<file path="config.mk">
export PLATFORM = sky130hd
export DESIGN_NAME = serial_fifo_status
export DESIGN_NICKNAME = d
export VERILOG_FILES = /design/src/rtl/sfs_pkg.sv /design/src/rtl/sfs_fifo_ring.sv /design/src/rtl/sfs_level_cmp.sv /design/src/rtl/sfs_rx_idle_timer.sv /design/src/rtl/serial_fifo_status.sv
export SDC_FILE = /design/constraint.sdc
export NUM_CORES = 1
export LEC_CHECK = 0
export CAP_MARGIN = 40
export CORE_MARGIN = 10
export CORE_UTILIZATION = 40
export DETAILED_ROUTE_END_ITERATION = 8
export HOLD_SLACK_MARGIN = 0.15
export SLEW_MARGIN = 20
export SYNTH_ARGS = -nofsm -noshare
export SYNTH_HDL_FRONTEND = slang
export SYNTH_SLANG_ARGS = --single-unit
</file>
<file path="constraint.sdc">
create_clock -name clk -period 3.1 [get_ports clk]
set_input_delay 0.62 -clock clk [delete_from_list [all_inputs] [get_ports clk]]
set_output_delay 0.62 -clock clk [all_outputs]
set_load 0.05 [all_outputs]
</file>
<file path="src/rtl/sfs_pkg.sv">
package sfs_pkg;

    // Occupancy state of one buffer
    typedef enum logic [1:0] {
        FL_EMPTY   = 2'd0,
        FL_PARTIAL = 2'd1,
        FL_FULL    = 2'd2
    } fill_state_e;

    // Receive idle-timeout machine
    typedef enum logic [1:0] {
        TO_IDLE  = 2'd0,
        TO_COUNT = 2'd1,
        TO_FIRED = 2'd2
    } tmo_state_e;

    function automatic int unsigned max_u(input int unsigned a, input int unsigned b);
        return (a > b) ? a : b;
    endfunction

endpackage

</file>
<file path="src/rtl/sfs_fifo_ring.sv">
module sfs_fifo_ring
    import sfs_pkg::*;
#(
    parameter int unsigned DATA_W = 32,
    parameter int unsigned DEPTH  = 4,
    localparam int unsigned AW    = (DEPTH > 1) ? $clog2(DEPTH) : 1,
    localparam int unsigned CW    = $clog2(DEPTH + 1)
) (
    input  logic              clk,
    input  logic              rst_n,
    input  logic              clear,
    input  logic              push,
    input  logic [DATA_W-1:0] wdata,
    input  logic              pop,
    output logic [DATA_W-1:0] rdata,
    output logic              full,
    output logic              empty,
    output logic [CW-1:0]     level
);

    fill_state_e       st, st_n;
    logic [CW-1:0]     lvl_q;
    logic [AW-1:0]     wr_ptr, rd_ptr;
    logic [DATA_W-1:0] mem [DEPTH];
    logic              pop_ok, push_ok;

    assign pop_ok  = pop && (st != FL_EMPTY) && !clear;
    assign push_ok = push && !clear && ((st != FL_FULL) || pop_ok);

    function automatic logic [AW-1:0] bump(input logic [AW-1:0] p);
        return (p == AW'(DEPTH - 1)) ? '0 : p + AW'(1);
    endfunction

    // storage, no reset needed
    always_ff @(posedge clk) begin
        if (push_ok) mem[wr_ptr] <= wdata;
    end

    // state register, pointers and level
    always_ff @(posedge clk or negedge rst_n) begin
        if (!rst_n) begin
            st     <= FL_EMPTY;
            lvl_q  <= '0;
            wr_ptr <= '0;
            rd_ptr <= '0;
        end else if (clear) begin
            st     <= FL_EMPTY;
            lvl_q  <= '0;
            wr_ptr <= '0;
            rd_ptr <= '0;
        end else begin
            st <= st_n;
            if (push_ok) wr_ptr <= bump(wr_ptr);
            if (pop_ok)  rd_ptr <= bump(rd_ptr);
            if (push_ok && !pop_ok)      lvl_q <= lvl_q + CW'(1);
            else if (pop_ok && !push_ok) lvl_q <= lvl_q - CW'(1);
        end
    end

    // next state
    always_comb begin
        st_n = st;
        unique case (st)
            FL_EMPTY: begin
                if (push_ok) st_n = FL_PARTIAL;
            end
            FL_PARTIAL: begin
                if (push_ok && !pop_ok && lvl_q == CW'(DEPTH - 1))
                    st_n = FL_FULL;
                else if (pop_ok && !push_ok && lvl_q == CW'(1))
                    st_n = FL_EMPTY;
            end
            FL_FULL: begin
                if (pop_ok && !push_ok) st_n = FL_PARTIAL;
            end
            default: st_n = FL_EMPTY;
        endcase
    end

    // outputs
    always_comb begin
        empty = 1'b0;
        full  = 1'b0;
        unique case (st)
            FL_EMPTY:   empty = 1'b1;
            FL_PARTIAL: ;
            FL_FULL:    full = 1'b1;
            default:    empty = 1'b1;
        endcase
        level = lvl_q;
        rdata = mem[rd_ptr];
    end

    AST_FULL_AT_DEPTH: assert property (@(posedge clk) disable iff (!rst_n)
        full |-> (level == CW'(DEPTH))) else $error("full without DEPTH words");
    AST_FULL_NO_GROW: assert property (@(posedge clk) disable iff (!rst_n)
        (full && push && !pop && !clear) |=> (full && $stable(level))) else $error("full buffer grew");
    AST_EMPTY_NO_POP: assert property (@(posedge clk) disable iff (!rst_n)
        (empty && pop && !push && !clear) |=> (empty && level == '0)) else $error("pop from empty");
    AST_CLEAR_EMPTIES: assert property (@(posedge clk) disable iff (!rst_n)
        clear |=> (empty && !full && level == '0)) else $error("clear left data");

endmodule

</file>
<file path="src/rtl/sfs_level_cmp.sv">
module sfs_level_cmp #(
    parameter int unsigned CW    = 3,
    parameter int unsigned TW    = 3,
    parameter bit          ABOVE = 1'b1,
    localparam int unsigned MW   = (CW > TW) ? CW : TW
) (
    input  logic [CW-1:0] level,
    input  logic [TW-1:0] thresh,
    output logic          flag
);

    logic [MW-1:0] lvl_w, th_w;
    assign lvl_w = MW'(level);
    assign th_w  = MW'(thresh);

    generate
        if (ABOVE) begin : g_above
            assign flag = (lvl_w > th_w);
        end else begin : g_at_or_below
            assign flag = (lvl_w <= th_w);
        end
    endgenerate

endmodule

</file>
<file path="src/rtl/sfs_rx_idle_timer.sv">
module sfs_rx_idle_timer
    import sfs_pkg::*;
#(
    parameter int unsigned MASTER_LIM = 64,
    parameter int unsigned SLAVE_LIM  = 576,
    localparam int unsigned LIM_MAX   = (MASTER_LIM > SLAVE_LIM) ? MASTER_LIM : SLAVE_LIM,
    localparam int unsigned TCW       = $clog2(LIM_MAX + 1)
) (
    input  logic clk,
    input  logic rst_n,
    input  logic slave_mode,
    input  logic clear,
    input  logic empty,
    input  logic push_ok,
    input  logic pop_ok,
    input  logic w1c,
    output logic flag
);

    tmo_state_e     st, st_n;
    logic [TCW-1:0] cnt, cnt_n;
    logic [TCW-1:0] lim;

    assign lim = slave_mode ? TCW'(SLAVE_LIM) : TCW'(MASTER_LIM);

    // state register
    always_ff @(posedge clk or negedge rst_n) begin
        if (!rst_n) begin
            st  <= TO_IDLE;
            cnt <= '0;
        end else begin
            st  <= st_n;
            cnt <= cnt_n;
        end
    end

    // next state
    always_comb begin
        st_n  = st;
        cnt_n = cnt;
        unique case (st)
            TO_IDLE: begin
                if (!clear && push_ok) begin
                    st_n  = TO_COUNT;
                    cnt_n = '0;
                end
            end
            TO_COUNT: begin
                if (clear) begin
                    st_n  = TO_IDLE;
                    cnt_n = '0;
                end else if (empty) begin
                    cnt_n = '0;
                    if (!push_ok) st_n = TO_IDLE;
                end else if (pop_ok || w1c) begin
                    cnt_n = '0;
                end else if (cnt >= lim) begin
                    st_n = TO_FIRED;
                end else begin
                    cnt_n = cnt + TCW'(1);
                end
            end
            TO_FIRED: begin
                if (clear) begin
                    st_n  = TO_IDLE;
                    cnt_n = '0;
                end else if (pop_ok || w1c) begin
                    st_n  = TO_COUNT;
                    cnt_n = '0;
                end
            end
            default: begin
                st_n  = TO_IDLE;
                cnt_n = '0;
            end
        endcase
    end

    // outputs
    always_comb begin
        unique case (st)
            TO_FIRED: flag = 1'b1;
            default:  flag = 1'b0;
        endcase
    end

    AST_TMO_NEEDS_DATA: assert property (@(posedge clk) disable iff (!rst_n)
        flag |-> !empty) else $error("timeout with empty buffer");
    AST_POP_DROPS_TMO: assert property (@(posedge clk) disable iff (!rst_n)
        pop_ok |=> !flag) else $error("pop did not clear timeout");
    AST_W1C_DROPS_TMO: assert property (@(posedge clk) disable iff (!rst_n)
        w1c |=> !flag) else $error("w1c did not clear timeout");
    AST_TMO_STICKS: assert property (@(posedge clk) disable iff (!rst_n)
        (flag && !pop_ok && !w1c && !clear) |=> flag) else $error("timeout dropped by itself");

endmodule

</file>
<file path="src/rtl/serial_fifo_status.sv">
module serial_fifo_status #(
    parameter int unsigned DATA_W        = 32,
    parameter int unsigned DEPTH         = 4,
    parameter int unsigned TH_W          = 3,
    parameter int unsigned TO_MASTER_LIM = 64,
    parameter int unsigned TO_SLAVE_LIM  = 576,
    localparam int unsigned CW           = $clog2(DEPTH + 1)
) (
    input  logic              clk,
    input  logic              rst_n,
    input  logic              slave_mode,
    input  logic              tx_push,
    input  logic [DATA_W-1:0] tx_wdata,
    input  logic              tx_pop,
    input  logic              tx_clear,
    input  logic [TH_W-1:0]   tx_thresh,
    output logic [DATA_W-1:0] tx_rdata,
    output logic              tx_full,
    output logic              tx_empty,
    output logic [CW-1:0]     tx_level,
    output logic              tx_low,
    input  logic              rx_push,
    input  logic [DATA_W-1:0] rx_wdata,
    input  logic              rx_pop,
    input  logic              rx_clear,
    input  logic [TH_W-1:0]   rx_thresh,
    output logic [DATA_W-1:0] rx_rdata,
    output logic              rx_full,
    output logic              rx_empty,
    output logic [CW-1:0]     rx_level,
    output logic              rx_high,
    output logic              rx_ovr,
    input  logic              rx_ovr_w1c,
    output logic              rx_tmo,
    input  logic              rx_tmo_w1c
);

    logic rx_pop_ok, rx_push_ok, rx_drop;

    sfs_fifo_ring #(.DATA_W(DATA_W), .DEPTH(DEPTH)) u_tx_fifo (
        .clk(clk), .rst_n(rst_n), .clear(tx_clear),
        .push(tx_push), .wdata(tx_wdata), .pop(tx_pop), .rdata(tx_rdata),
        .full(tx_full), .empty(tx_empty), .level(tx_level)
    );

    sfs_fifo_ring #(.DATA_W(DATA_W), .DEPTH(DEPTH)) u_rx_fifo (
        .clk(clk), .rst_n(rst_n), .clear(rx_clear),
        .push(rx_push), .wdata(rx_wdata), .pop(rx_pop), .rdata(rx_rdata),
        .full(rx_full), .empty(rx_empty), .level(rx_level)
    );

    sfs_level_cmp #(.CW(CW), .TW(TH_W), .ABOVE(1'b0)) u_tx_cmp (
        .level(tx_level), .thresh(tx_thresh), .flag(tx_low)
    );

    sfs_level_cmp #(.CW(CW), .TW(TH_W), .ABOVE(1'b1)) u_rx_cmp (
        .level(rx_level), .thresh(rx_thresh), .flag(rx_high)
    );

    // receive-side acceptance as seen at the ports
    assign rx_pop_ok  = rx_pop && !rx_empty && !rx_clear;
    assign rx_push_ok = rx_push && !rx_clear && (!rx_full || rx_pop_ok);
    assign rx_drop    = rx_push && !rx_clear && rx_full && !rx_pop;

    sfs_rx_idle_timer #(.MASTER_LIM(TO_MASTER_LIM), .SLAVE_LIM(TO_SLAVE_LIM)) u_rx_timer (
        .clk(clk), .rst_n(rst_n), .slave_mode(slave_mode), .clear(rx_clear),
        .empty(rx_empty), .push_ok(rx_push_ok), .pop_ok(rx_pop_ok),
        .w1c(rx_tmo_w1c), .flag(rx_tmo)
    );

    // sticky overrun: a new drop outranks the clear strobe
    always_ff @(posedge clk or negedge rst_n) begin
        if (!rst_n)          rx_ovr <= 1'b0;
        else if (rx_drop)    rx_ovr <= 1'b1;
        else if (rx_ovr_w1c) rx_ovr <= 1'b0;
    end

    AST_OVR_ON_DROP: assert property (@(posedge clk) disable iff (!rst_n)
        (rx_push && rx_full && !rx_pop && !rx_clear) |=> (rx_ovr && rx_full)) else $error("drop without overrun");
    AST_OVR_HOLDS: assert property (@(posedge clk) disable iff (!rst_n)
        (rx_ovr && !rx_ovr_w1c) |=> rx_ovr) else $error("overrun flag lost");
    AST_FULL_PASS: assert property (@(posedge clk) disable iff (!rst_n)
        (rx_full && rx_push && rx_pop && !rx_clear && !rx_ovr) |=> (!rx_ovr && rx_full)) else $error("full push+pop mishandled");

endmodule

</file>
==> insert_results.sql <==
INSERT INTO impl_metrics (metric_group, metric, value, unit) VALUES
('routing', 'drt_first_iter_violations', '371', ''),
('power_and_ir_drop', 'p_switching', '2.68', 'mW'),
('clock_tree', 'cts_root_buffer', 'sky130_fd_sc_hd__clkbuf_16', ''),
('logic_synthesis', 'synth_enable_flop_cells', '256', ''),
('logic_synthesis', 'yosysSeqAreaShare', '73.2', '%'),
('worst_setup_path', 'cp_cell_sequence', 'buf_4, mux4_2, buf_4', ''),
('worst_setup_path', 'regToRegStartpoint', 'u_tx_fifo.st[0]$_DFFE_PN0P_', ''),
('logic_synthesis', 'synthDistinctLibCells', '49', ''),
('clock_tree', 'tritoncts_clock_tree', 'yes', ''),
('die', 'core_area', '0.0286', 'mm²'),
('cells_and_area', 'design_area_final', '0.0150', 'mm²'),
('worst_setup_path', 'rr_endpoint', 'u_tx_fifo.mem[3][5]$_DFFE_PP_', ''),
('grt', 'grt_pass1_wl', '37800', 'µm'),
('cells_and_area', 'antenna-diode-count', '0', ''),
('power_and_ir_drop', 'power.internal', '7.15', 'mW'),
('clock_tree', 'cts-buffers-inserted', '30', ''),
('clock_tree', 'cts_repair_resizes', '0', ''),
('power_and_ir_drop', 'sequentialPowerShare', '45.4', '%'),
('routing', 'via_per_inst', '5.11', ''),
('power_and_ir_drop', 'switching_power_share_of_the_total', '27.3', '%'),
('worst_setup_path', 'critical_path.startpoint_type', 'register', ''),
('sta', 'finalWorstSetupSlack', '0.177', 'ns'),
('sta', 'finalCritPeriodShare', '94.3', '%'),
('logic_synthesis', 'proportion_of_register_bits_with_asynchronous_set_or_reset_after_synthesis', '10.8', '%'),
('worst_setup_path', 'critPathMostFrequentCell', 'sky130_fd_sc_hd__buf_4', ''),
('die', 'floorplan.io_pins', '159', ''),
('logic_synthesis', 'synth.avg_cell_area', '19.2', 'µm²'),
('die', 'placementRows', '62', ''),
('logic_synthesis', 'synth_top_cell_area_share', '66.5', '%'),
('die', 'initial_cell_density_of_the_core', '40.4', '%'),
('worst_setup_path', 'reg2reg_depth', '6', ''),
('cells_and_area', 'finish.net_count', '902', ''),
('grt', 'grt_antenna_before_repair', '0', ''),
('logic_synthesis', 'synth_nets', '718', ''),
('worst_setup_path', 'worstPathArrival', '2.30', 'ns'),
('grt', 'grt_max_degree', '36', ''),
('clock_tree', 'cts_h_tree_depth', '1', ''),
('logic_synthesis', 'netlist_area', '0.0116', 'mm²'),
('sta', 'finalMaxSlewViolations', '0', ''),
('worst_setup_path', 'reg2reg_setup_slack', '0.81', 'ns'),
('routing', 'drc', '0', ''),
('routing', 'postRouteWirelength', '23800', 'µm'),
('logic_synthesis', 'yosys-top-cells-count', '256 x sky130_fd_sc_hd__edfxtp_1, 64 x sky130_fd_sc_hd__mux4_2, 35 x sky130_fd_sc_hd__ha_1', ''),
('worst_setup_path', 'cp.required', '2.48', 'ns'),
('die', 'die_width', '190', 'µm'),
('clock_tree', 'worst_setup_hold_path_clk_slew', '0.06', 'ns'),
('sta', 'final_period_minus_worst_setup_slack', '2.92', 'ns'),
('power_and_ir_drop', 'power_leakage', '5.17', 'nW'),
('routing', 'residual_antenna_violating_net_count_after_detailed_routing', '0', ''),
('logic_synthesis', 'netlist_instances', '602', ''),
('power_and_ir_drop', 'p_per_area', '654', 'mW/mm²'),
('grt', 'grt_remaining_overflow', '0', ''),
('run', 'cap_viol_max_count', '0', ''),
('logic_synthesis', 'synth_seq_cells', '287', ''),
('logic_synthesis', 'post-synth-top-area-cell', 'sky130_fd_sc_hd__edfxtp_1', ''),
('worst_setup_path', 'setup_crit_path_kind', 'reg -> out', ''),
('sta', 'rsz0062_at_grt', 'no', ''),
('routing', 'num_vias', '6105', ''),
('run_status', 'status', 'finished, final reports clean', ''),
('sta', 'max_freq', '342', 'MHz'),
('sta', 'setup-violations-final', '0', ''),
('grt', 'grtUsageTotal', '13.1', '%'),
('place', 'hpwl', '15600', 'µm'),
('logic_synthesis', 'synth_ff_type', 'sky130_fd_sc_hd__edfxtp_1', ''),
('logic_synthesis', 'synth_top_cells_by_area', 'sky130_fd_sc_hd__edfxtp_1 67%, sky130_fd_sc_hd__mux4_2 12%, sky130_fd_sc_hd__dfrtp_1 6.7%, sky130_fd_sc_hd__ha_1 3.8%, sky130_fd_sc_hd__inv_1 0.94%', ''),
('min_path', 'hold_path_class', 'in -> async', ''),
('clock_tree', 'clkLatencyLatePin', '0.54', 'ns'),
('power_and_ir_drop', 'ir_worst_vdd', '0.000619', 'V'),
('place', 'post-place-ws', '0.262', 'ns'),
('clock_tree', 'count_of_hold_buffers_inserted_by_post_cts_repair', '0', ''),
('clock_tree', 'clock-sinks', '287', '');
## how the worst max path moves through the flow
stage               slack, ns            to  cells after the start                             from
CTS                       0.1  tx_rdata[20]                      3  u_tx_fifo.rd_ptr[0]$_DFFE_PN0P_
finish                   0.18  tx_rdata[20]                      3  u_tx_fifo.rd_ptr[0]$_DFFE_PN0P_
global route             0.02  tx_rdata[20]                      3  u_tx_fifo.rd_ptr[0]$_DFFE_PN0P_
floorplan                0.13        tx_low                      4   u_tx_fifo.level[1]$_DFFE_PN0P_
global placement         0.34        tx_low                      7                     tx_thresh[1]
detailed placement       0.26        tx_low                      7                     tx_thresh[1]
## routing by layer
layer	track usage [%]	wire length [µm]	part of all wire, %
met5	0	0	0
met4	3.08	290	1.2
met3	2.73	1290	5.4
met2	22.3	12000	51
met1	16.8	10100	43
## power groups by stage
stage	combinational (mW)	sequential, mW	clock (mW)
floorplan	1.18	4.60	0
global placement	2.10	4.53	0
detailed placement	2.14	4.55	0
CTS	2.15	4.47	3.35
global route	2.26	4.48	3.52
finish	2.12	4.47	3.25
## flip-flops by register name (all words and copies together) (netlist names), 2 cells and up
name and count:
u_rx_fifo.level 3, u_rx_fifo.wr_ptr 2, u_rx_timer.cnt 10, u_tx_fifo.level 3
u_tx_fifo.wr_ptr 2, u_rx_timer.st 2, u_rx_fifo.rd_ptr 2, u_rx_fifo.mem 128
u_tx_fifo.st 2, u_tx_fifo.mem 128, u_rx_fifo.st 2, u_tx_fifo.rd_ptr 2
## layout by cell type, fill, tap and decap left out, types with 2 or more instances in the layout
cell type	count
sky130_fd_sc_hd__a21o_1	3
sky130_fd_sc_hd__nor2_1	18
sky130_fd_sc_hd__nand2b_1	7
sky130_fd_sc_hd__edfxtp_1	256
sky130_fd_sc_hd__dfrtp_1	29
sky130_fd_sc_hd__nand4_1	2
sky130_fd_sc_hd__and2_1	8
sky130_fd_sc_hd__dfrtp_2	2
sky130_fd_sc_hd__a21oi_1	11
sky130_fd_sc_hd__o21ai_0	17
sky130_fd_sc_hd__nor2b_1	6
sky130_fd_sc_hd__or3_1	6
sky130_fd_sc_hd__a21boi_0	6
sky130_fd_sc_hd__clkbuf_1	6
sky130_fd_sc_hd__nand4b_1	2
sky130_fd_sc_hd__nand3_1	10
sky130_fd_sc_hd__nor3b_1	2
sky130_fd_sc_hd__clkinv_1	10
sky130_fd_sc_hd__o21a_1	2
sky130_fd_sc_hd__a21boi_1	3
sky130_fd_sc_hd__clkdlybuf4s50_1	92
sky130_fd_sc_hd__xnor2_1	3
sky130_fd_sc_hd__clkinv_2	4
sky130_fd_sc_hd__a311oi_1	2
sky130_fd_sc_hd__o211ai_1	2
sky130_fd_sc_hd__mux4_2	64
sky130_fd_sc_hd__and3_1	2
sky130_fd_sc_hd__buf_12	51
sky130_fd_sc_hd__inv_1	29
sky130_fd_sc_hd__o32ai_1	3
sky130_fd_sc_hd__clkinvlp_4	3
sky130_fd_sc_hd__nand2_1	18
sky130_fd_sc_hd__nor3_1	6
sky130_fd_sc_hd__ha_1	35
sky130_fd_sc_hd__a221oi_1	2
sky130_fd_sc_hd__buf_4	32
sky130_fd_sc_hd__o31ai_1	5
sky130_fd_sc_hd__clkbuf_16	30
## cells by family after synthesis
| group | after synthesis | synth area share [%] |
|---|---|---|
| AO/OA/AOI/OAI | 65 | 3.89 |
| XOR/XNOR | 3 | 0.227 |
| adder cells (fa/ha/maj) | 35 | 3.79 |
| buffers and inverters | 52 | 1.78 |
| flip-flops | 287 | 73.2 |
| multiplexers | 66 | 12.7 |
| AND/OR/NAND/NOR | 94 | 4.44 |
## stage by stage
| step | power, mW | cells | utilization (%) | hold WS, ns |
|---|---|---|---|---|
| after floorplan | 5.78 | 602 | - | 0.324 |
| after global placement | 6.63 | 1138 | 49.3 | 0.520 |
| after detailed placement | 6.69 | 1138 | 49.3 | 0.522 |
| after CTS | 9.97 | 1194 | 52.5 | 0.475 |
| after global routing | 10.3 | 1194 | 52.5 | 0.491 |
| final | 9.83 | 1194 | 52.5 | 0.477 |
## area by class of cell
| class | count | area [µm²] | area share (%) |
|---|---|---|---|
| timing repair buffer | 175 | 2180 | 14.5 |
| clock buffer | 36 | 773 | 5.14 |
| clock inverter | 20 | 135 | 0.899 |
| sequential | 287 | 8470 | 56.3 |
| multi-input combinational | 263 | 2890 | 19.2 |
| tap | 384 | 480 | 3.20 |
| inverter | 29 | 109 | 0.724 |
No activity file was read; power rests on OpenSTA's default activity.
